--- config.mk ---
export PLATFORM = sky130hd
export DESIGN_NAME = unaligned_splitter
export DESIGN_NICKNAME = d
export VERILOG_FILES = /design/src/rtl/splitter_pkg.sv /design/src/rtl/splitter_ctrl.sv /design/src/rtl/splitter_datapath.sv /design/src/rtl/unaligned_splitter.sv
export SDC_FILE = /design/constraint.sdc
export NUM_CORES = 1
export LEC_CHECK = 0
export BUFFER_PORTS_ARGS = -buffer_cell sky130_fd_sc_hd__buf_2
export CELL_PAD_IN_SITES_DETAIL_PLACEMENT = 1
export CELL_PAD_IN_SITES_GLOBAL_PLACEMENT = 1
export CORE_ASPECT_RATIO = 0.9
export CORE_MARGIN = 3
export CORE_UTILIZATION = 40
export DETAILED_ROUTE_END_ITERATION = 8
export HOLD_SLACK_MARGIN = 0.1
export PLACE_DENSITY_LB_ADDON = 0.1
export SLEW_MARGIN = 20
export SYNTH_ARGS = -nofsm -noshare
export SYNTH_HDL_FRONTEND = slang
export SYNTH_HIERARCHICAL = 1
export SYNTH_SLANG_ARGS = --single-unit
--- constraint.sdc ---
create_clock -name clk -period 6.8 [get_ports clk]
set_input_delay 0.68 -clock clk [delete_from_list [all_inputs] [get_ports clk]]
set_output_delay 0.68 -clock clk [all_outputs]
set_load 0.05 [all_outputs]
--- src/rtl/splitter_pkg.sv ---
package splitter_pkg;

  localparam int OP_BYTES = 8;
  localparam int OP_W     = OP_BYTES * 8;
  localparam int LANE_W   = 16;

  typedef enum logic [1:0] {S_IDLE, S_RUN, S_GAP} seqState_e;

  // control -> datapath strobes
  typedef struct packed {
    logic       load;
    logic       capture;
    logic       active;
    logic       half;
    logic [1:0] step;
  } ctlStrobe_t;

  // shape of one bus cycle inside a four-byte half
  typedef struct packed {
    logic [1:0] addrOff;
    logic       hbeN;
    logic       lowUsed;
    logic       highUsed;
    logic [1:0] lowIdx;
    logic [1:0] highIdx;
  } cycDesc_t;

  function automatic cycDesc_t describe(logic odd, logic isWord, logic [1:0] step);
    cycDesc_t d;
    d = '0;
    if (odd) begin
      case (step)
        2'd0: begin
          d.addrOff = 2'd0; d.hbeN = 1'b0; d.highUsed = 1'b1; d.highIdx = 2'd0;
        end
        2'd1: begin
          d.addrOff = 2'd1; d.lowUsed = 1'b1; d.lowIdx = 2'd1;
          d.hbeN = isWord;
          d.highUsed = !isWord; d.highIdx = 2'd2;
        end
        default: begin
          d.addrOff = 2'd3; d.hbeN = 1'b1; d.lowUsed = 1'b1; d.lowIdx = 2'd3;
        end
      endcase
    end else begin
      d.addrOff  = {step[0], 1'b0};
      d.hbeN     = 1'b0;
      d.lowUsed  = 1'b1;
      d.highUsed = 1'b1;
      d.lowIdx   = {step[0], 1'b0};
      d.highIdx  = {step[0], 1'b1};
    end
    return d;
  endfunction

  function automatic logic [1:0] lastStep(logic odd, logic isWord);
    if (odd) return isWord ? 2'd1 : 2'd2;
    return isWord ? 2'd0 : 2'd1;
  endfunction

endpackage

--- src/rtl/splitter_ctrl.sv ---
module splitter_ctrl
  import splitter_pkg::*;
(
  input  logic       clk,
  input  logic       rstN,
  input  logic       reqValid,
  input  logic [1:0] reqSize,
  input  logic       reqOdd,
  input  logic       cycDone,
  output ctlStrobe_t strobe,
  output logic       cycReq,
  output logic       busy,
  output logic       reqReady,
  output logic       doneP
);

  seqState_e  state;
  logic [1:0] step;
  logic       half;
  logic [1:0] sizeLat;
  logic       oddLat;
  logic       accept;
  logic       isWord;
  logic       isQuad;
  logic       atLast;
  logic       advance;

  assign isWord   = (sizeLat == 2'd0);
  assign isQuad   = sizeLat[1];
  assign atLast   = (step == lastStep(oddLat, isWord));
  assign reqReady = (state == S_IDLE);
  assign busy     = (state != S_IDLE);
  assign cycReq   = (state == S_RUN);
  assign accept   = reqReady && reqValid;
  assign advance  = cycReq && cycDone;

  always_comb begin
    strobe         = '0;
    strobe.load    = accept;
    strobe.capture = advance;
    strobe.active  = cycReq;
    strobe.half    = half;
    strobe.step    = step;
  end

  always_ff @(posedge clk) begin
    if (!rstN) begin
      state   <= S_IDLE;
      step    <= '0;
      half    <= 1'b0;
      sizeLat <= '0;
      oddLat  <= 1'b0;
      doneP   <= 1'b0;
    end else begin
      doneP <= 1'b0;
      case (state)
        S_IDLE: begin
          if (accept) begin
            state   <= S_RUN;
            step    <= '0;
            half    <= 1'b0;
            sizeLat <= reqSize;
            oddLat  <= reqOdd;
          end
        end
        S_RUN: begin
          if (advance) begin
            if (!atLast) begin
              step <= step + 2'd1;
            end else if (isQuad && !half) begin
              state <= S_GAP;
              step  <= '0;
              half  <= 1'b1;
            end else begin
              state <= S_IDLE;
              doneP <= 1'b1;
            end
          end
        end
        default: state <= S_RUN;
      endcase
    end
  end

endmodule

--- src/rtl/splitter_datapath.sv ---
module splitter_datapath
  import splitter_pkg::*;
#(
  parameter int ADDR_W = 24
) (
  input  logic              clk,
  input  logic              rstN,
  input  ctlStrobe_t        strobe,
  input  logic [ADDR_W-1:0] reqAddr,
  input  logic [1:0]        reqSize,
  input  logic              reqWrite,
  input  logic [OP_W-1:0]   reqWdata,
  input  logic [LANE_W-1:0] cycRdata,
  output logic [ADDR_W-1:0] cycAddr,
  output logic              cycHbeN,
  output logic              cycA0,
  output logic              cycWrite,
  output logic [LANE_W-1:0] cycWdata,
  output logic [OP_W-1:0]   rdData
);

  localparam int POS_W = $clog2(OP_BYTES);

  logic [ADDR_W-1:0] baseAddr;
  logic [OP_W-1:0]   wBuf;
  logic [OP_W-1:0]   rdAsm;
  logic              isWrite;
  logic              isWord;
  cycDesc_t          desc;
  logic [POS_W-1:0]  lowPos;
  logic [POS_W-1:0]  highPos;

  assign desc    = describe(baseAddr[0], isWord, strobe.step);
  assign lowPos  = {strobe.half, desc.lowIdx};
  assign highPos = {strobe.half, desc.highIdx};
  assign cycAddr = baseAddr + ADDR_W'({strobe.half, 2'b00}) + ADDR_W'(desc.addrOff);
  assign cycA0   = cycAddr[0];
  assign cycHbeN = strobe.active ? desc.hbeN : 1'b1;
  assign cycWrite = strobe.active && isWrite;
  assign rdData  = rdAsm;

  always_comb begin
    cycWdata = '0;
    if (cycWrite) begin
      if (desc.lowUsed)  cycWdata[7:0]  = wBuf[{lowPos, 3'b000} +: 8];
      if (desc.highUsed) cycWdata[15:8] = wBuf[{highPos, 3'b000} +: 8];
    end
  end

  always_ff @(posedge clk) begin
    if (!rstN) begin
      baseAddr <= '0;
      wBuf     <= '0;
      rdAsm    <= '0;
      isWrite  <= 1'b0;
      isWord   <= 1'b0;
    end else if (strobe.load) begin
      baseAddr <= reqAddr;
      wBuf     <= reqWdata;
      rdAsm    <= '0;
      isWrite  <= reqWrite;
      isWord   <= (reqSize == 2'd0);
    end else if (strobe.capture && !isWrite) begin
      if (desc.lowUsed)  rdAsm[{lowPos, 3'b000} +: 8]  <= cycRdata[7:0];
      if (desc.highUsed) rdAsm[{highPos, 3'b000} +: 8] <= cycRdata[15:8];
    end
  end

endmodule

--- src/rtl/unaligned_splitter.sv ---
module unaligned_splitter
  import splitter_pkg::*;
#(
  parameter int ADDR_W = 24
) (
  input  logic              clk,
  input  logic              rstN,
  input  logic              reqValid,
  output logic              reqReady,
  input  logic [ADDR_W-1:0] reqAddr,
  input  logic [1:0]        reqSize,
  input  logic              reqWrite,
  input  logic [63:0]       reqWdata,
  output logic              busy,
  output logic              doneP,
  output logic [63:0]       rdData,
  output logic              cycReq,
  input  logic              cycDone,
  output logic [ADDR_W-1:0] cycAddr,
  output logic              cycHbeN,
  output logic              cycA0,
  output logic              cycWrite,
  output logic [15:0]       cycWdata,
  input  logic [15:0]       cycRdata
);

  ctlStrobe_t strobe;

  splitter_ctrl ctrl_i (
    .clk      (clk),
    .rstN     (rstN),
    .reqValid (reqValid),
    .reqSize  (reqSize),
    .reqOdd   (reqAddr[0]),
    .cycDone  (cycDone),
    .strobe   (strobe),
    .cycReq   (cycReq),
    .busy     (busy),
    .reqReady (reqReady),
    .doneP    (doneP)
  );

  splitter_datapath #(.ADDR_W(ADDR_W)) dp_i (
    .clk      (clk),
    .rstN     (rstN),
    .strobe   (strobe),
    .reqAddr  (reqAddr),
    .reqSize  (reqSize),
    .reqWrite (reqWrite),
    .reqWdata (reqWdata),
    .cycRdata (cycRdata),
    .cycAddr  (cycAddr),
    .cycHbeN  (cycHbeN),
    .cycA0    (cycA0),
    .cycWrite (cycWrite),
    .cycWdata (cycWdata),
    .rdData   (rdData)
  );

endmodule

Yosys cells after proc, flatten, opt, wreduce, memory -nomap -nowiden
Index checks and enable logic that the tools add are counted.

$add $sub $neg: 5. Equal/unequal tests: 8. Shift operators: 6. Mux-type cells: 38. Bitwise logic cells: 1. Reductions and logical operators: 20.

Operators with widths (number): $mux W64 (5); $bwmux W64 (2); $shift A8 B8 Y64 const A (2); $shiftx A64 B7 Y8 (2); $shiftx A8 B8 Y64 (2); $add A24 B2 Y24 (1); $add A24 B3 Y24 (1); $mux W2 (12); $mux W16 (1); $mux W8 (2); $neg A6 Y8 (2); $pmux W2 S2 (3); $mux W1 (9); $mux W9 (1); $logic_not A2 Y1 (4); $ne A2 B2 Y1 const B (4); $reduce_and A4 Y1 (2); $pmux W3 S2 (1); $logic_and A1 B1 Y1 (5); $reduce_and A5 Y1 (1); $eq A2 B1 Y1 const B (2); $pmux W1 S2 (2); $reduce_bool A2 Y1 (2); $logic_not A1 Y1 (3); 7 further kinds (7).

Register bits after elaboration: 163. Input bits: 111. Output and inout port bits: 111. Word-level logic and storage cells: 89.

Logic depth before layout (Yosys ltp)
Depth after elaboration: 12. Mapped depth: 12. Depth with buffers taken out: 8.

By module
Netlist, hierarchy kept.

By module, submodules not included: splitter_datapath (times used 1, cells an instance 889, area each 8508.2 um2, seq. area each 3083.0 um2); splitter_ctrl (times used 1, cells an instance 52, area each 489.2 um2, seq. area each 180.2 um2).

Worst setup path before layout
No wires, ideal clock.

Path kind: reg2out. Start: reg dp_i.baseAddr[0]. End: out cycAddr[20]. Data arrival time: 3.064 ns. Required time: 6.120 ns. Setup slack: 3.056 ns. Cell stages (with the launch flop): 12. Path buffers: 3. Cells stage by stage: dfxtp_1 -> buf_4 -> buf_6 -> nand2_1 -> and2_1 -> clkbuf_1 -> inv_1 -> fa_1 -> a21o_1 -> nor3b_1 -> nand4_1 -> xnor2_1.

Cells in the longest elaborated chain, start to end: 2. Elaborated cells between the ends (all ways): 3. Classes of those cells: add/sub: 2; mux: 1.

RTL lines: from (decl) (RTL line splitter_datapath.sv:24) `logic [ADDR_W-1:0] baseAddr;`; from (signal assigned) (RTL line splitter_datapath.sv:58) `baseAddr <= reqAddr;`; $add A24 B3 Y24 / $mux W9 (equally long branches) (RTL line splitter_datapath.sv:36, splitter_pkg.sv:31); $add A24 B2 Y24 * (RTL line splitter_datapath.sv:36) `assign cycAddr = baseAddr + ADDR_W'({strobe.half, 2'b00}) + ADDR_W'(desc.addrOff);`; to (decl) (RTL line unaligned_splitter.sv:19) `output logic [ADDR_W-1:0] cycAddr,`.

Mark *: on every way between the ends. The rest lies on a longest branch, timed or not.

Worst setup path after layout
Start: reg ctrl_i.step[0]. End: out cycAddr[22].

Cells in the longest elaborated chain, start to end: 4. Elaborated cells between the ends (all ways): 5. Classes of those cells: add/sub: 1; eq/ne: 1; mux: 2; reduce/logical: 1.

RTL lines: from (decl) (RTL line splitter_ctrl.sv:18) `logic [1:0] step;`; from (signal assigned) (RTL line splitter_ctrl.sv:69) `step <= step + 2'd1;`; $eq A2 B1 Y1 / $logic_not A2 Y1 (equally long branches) (RTL line splitter_pkg.sv:32) `case (step)`; $pmux W3 S2 (RTL line splitter_pkg.sv:32); $mux W9 * (RTL line splitter_pkg.sv:31) `if (odd) begin`; $add A24 B2 Y24 * (RTL line splitter_datapath.sv:36).

Marked as above.

==> results.py <==
metrics = {
    "place": {
        "dp_slack_ns": 2.02,
        "hpwl_mm": 20.5,
        "place_congestion": 0.832,
        "place_area_um2": 10200,
        "portBuffers": 221,
    },
    "worst_setup_path": {
        "slowest_stage": "dfxtp_2",
        "arrival_ns": 4.63,
        "path_cells": "nand2b_1 > and2_1 > inv_1 > fa_1 > a21o_1 > nor3b_1 > nand4_1 > xnor2_1 > buf_2",
        "crit_type": "register to output pin",
        "required_ns": 6.12,
        "crit_path_start_kind": "register",
        "slowest_delay_ns": 1.06,
        "critPathCaptureType": "output pin",
        "crit_fanout": 44,
    },
    "logic_synthesis": {
        "synth-seq-cells": 163,
        "avgSynthCellArea_um2": 9.56,
        "netlist_instances": 941,
        "syn-num-nets": 1059,
        "yosys.area.top_type": "dfxtp_1",
        "synthTopCellsByArea": "dfxtp_1, mux2i_1, nor2b_1, o22ai_1, a221oi_2",
        "yosysSeqAreaShare_pct": 36.3,
        "synth_flop_cell": "dfxtp_1",
        "ys_types": 69,
        "ys_async_sr_fraction_pct": 0,
        "synth_edf_count": 0,
        "netlist.area_leader.share_pct": 36.3,
        "synthesis.area_um2": 9000,
        "ys_warn_count": 6,
    },
    "clock_tree": {
        "hold_buffers": 0,
        "insertion_delay_ns": 0.43,
        "cts_tree": "yes",
        "cts_resized": 0,
        "clkTransAtPathRegs_ns": 0.07,
        "cts-root-buf": "clkbuf_16",
        "htree_levels": 4,
        "cts_buffers": 17,
        "ctsLongestPathBuffers": 2,
        "post_cts_buffers": 0,
        "cts_sinks": 163,
    },
    "timing": {
        "worst_pin_slew_ns": 1.11,
        "skew_ns": 0.00969,
        "finalSetupViolations": 0,
        "fmax_mhz": 188,
        "min_period_ns": 5.31,
        "finalCritPeriodShare_pct": 78.1,
        "hold_viol": 0,
        "rsz0062_at_grt": "no",
        "finalMaxSlewViolations": 0,
        "setup_ws_ns": 1.49,
        "tns_ns": 0,
        "slew_headroom_pct": 26.2,
    },
    "cells_and_area": {
        "post-route-cell-area_um2": 10800,
        "post-route-util_pct": 49.2,
        "nets": 1227,
        "nFillCells": 2569,
        "drive_gt1_share_pct": 28.7,
        "syn_to_final_growth_pct": 19.8,
    },
    "routing": {
        "via_per_inst": 5.56,
        "drt.antenna.violating_nets": 0,
        "drt_iter0_drc": 477,
        "num_vias": 7854,
        "drc_errors": 0,
        "wl_per_cell_um": 20.4,
        "drt-total-wl_mm": 28.8,
        "dr.pass1.iters": 5,
    },
    "pwr": {
        "power_density_nw_per_um2": 227,
        "ir_worst_vdd_mv": 0.131,
        "leakagePower_nw": 4.33,
    },
    "global_routing": {
        "grt_pass1_vias": 7930,
        "grtUsageTotal_pct": 23.6,
        "grt_pass1_wl_mm": 45.3,
        "antenna_found_initial": 2,
        "grt_start_max_net_pins": 100,
        "grt_overflow": 0,
    },
    "min_path": {
        "hold_class": "register to register",
    },
    "flow_run": {
        "max-cap-violations": 0,
    },
    "floorplan": {
        "core_area_um2": 21900,
        "start_util_pct": 41.1,
        "die_y_um": 148,
        "die_x_um": 164,
        "ioPinCount": 222,
        "die_area_um2": 24300,
        "placementRows": 51,
    },
    "run_status": {
        "status": "complete, no violations",
    },
}
==> kinds of logic after synthesis <==
family | Yosys count | share of synthesized area [%]
flops | 163 | 36.3
mux | 170 | 20.1
simple gates | 271 | 18.2
xor+xnor | 24 | 2.34
compound gates | 197 | 16.5
fa+ha+maj | 7 | 1.06
buf+inv | 109 | 5.52
==> stage by stage <==
| step | std cells | hold WS (ns) | total power [mW] |
|---|---|---|---|
| 6_report | 1412 | 0.461 | 2.44 |
| 2_1_floorplan | 941 | 0.457 | 1.36 |
| 3_5_place_dp | 1381 | 0.453 | 1.49 |
| 5_1_grt | 1412 | 0.488 | 2.55 |
| 4_1_cts | 1411 | 0.464 | 2.47 |
| 3_3_place_gp | 1381 | 0.452 | 1.49 |
==> cells in the final DEF (no fill, tap or decap), types with 17 or more instances in the layout <==
master / Yosys / final
dfxtp_1: 163 / 162
a211oi_1: 18 / 18
a21oi_1: 42 / 42
nand2_1: 27 / 27
nor2b_1: 113 / 112
mux2i_1: 154 / 154
clkbuf_16: 0 / 17
buf_2: 13 / 221
inv_1: 27 / 27
xnor2_1: 20 / 20
nor2_1: 31 / 31
o22ai_1: 41 / 41
nor3_1: 18 / 18
==> synth_stat cells, types with 3 or more instances <==
library cell  count
xnor2_1          20
xor2_1            4
a32oi_1           5
nor2b_1         113
o22ai_1          41
or3_1             4
and3_1            3
nand2_1          27
a21oi_1          42
nand4_1          10
or4b_2            4
ha_1              6
buf_2            13
and4_1            3
a31oi_1          10
o21a_1            8
o21ai_0          16
nand2b_1         10
buf_1             8
a211oi_1         18
dfxtp_1         163
mux2i_1         154
buf_6             5
or2_2             3
nor3_1           18
mux2_2            8
clkbuf_1         46
nor2_1           31
a21o_1            3
a2111oi_1         6
inv_1            27
o221ai_1         16
and2_1            8
mux4_2            8
buf_4             9
a221oi_2         16
nand3_1          14
or4b_1            3
==> worst paths after layout <==
path,to,start,depth (start not counted),slack [ns]
worst max-delay path,cycAddr[22],ctrl_i/step[0],9,1.49
worst min-delay path,dp_i/rdData[0],dp_i/rdData[0],2,0.46
worst max register to register,dp_i/rdData[45],ctrl_i/half,7,3.24
worst min register to register,dp_i/rdData[0],dp_i/rdData[0],2,0.46
==> critical path, delay by kind of cell (launching register included) <==
kind | cells | cell delay, ns
AO/OA/AOI/OAI | 1 | 0.22
XOR/XNOR | 1 | 0.21
adder cells (fa/ha/maj) | 1 | 0.22
buffers and inverters | 2 | 0.45
flip-flops | 1 | 1.06
AND/OR/NAND/NOR | 4 | 2.04
==> per-layer routing <==
layer | vias to the layer above | GRT usage (%) | part of all wire [%]
met4 | 2 | 5.75 | 1.3
met3 | 34 | 5.15 | 5.9
met2 | 210 | 34.9 | 43
met1 | 3831 | 34.9 | 50
met5 | - | 0 | 0.045
li1 | 3777 | - | -
==> power by group <==
| group | total, mW | internal (mW) | switching [mW] |
|---|---|---|---|
| clock | 0.968 | 0.550 | 0.419 |
| sequential | 1.05 | 0.998 | 0.0489 |
| combinational | 0.429 | 0.162 | 0.267 |
==> flip-flops by register name, indices dropped and copies added, names as in the netlist <==
signal,count
ctrl_i/state,2
dp_i/baseAddr,24
ctrl_i/doneP,1
dp_i/rdData,64
dp_i/isWrite,1
ctrl_i/step,2
ctrl_i/half,1
dp_i/isWord,1
dp_i/wBuf,64
ctrl_i/sizeLat,2
ctrl_i/oddLat,1
==> final cells by class <==
cell class / instances / area (um^2) / share of cell area (%)
tap: 291 / 364 / 3.38
sequential: 163 / 3260 / 30.3
multi-input combinational: 669 / 5300 / 49.1
clock buffer: 19 / 443 / 4.11
antenna: 1 / 2.50 / 0.0232
inverter: 28 / 105 / 0.975
timing repair buffer: 230 / 1170 / 10.9
clock inverter: 11 / 129 / 1.20
(Power assumes the default switching activity.)
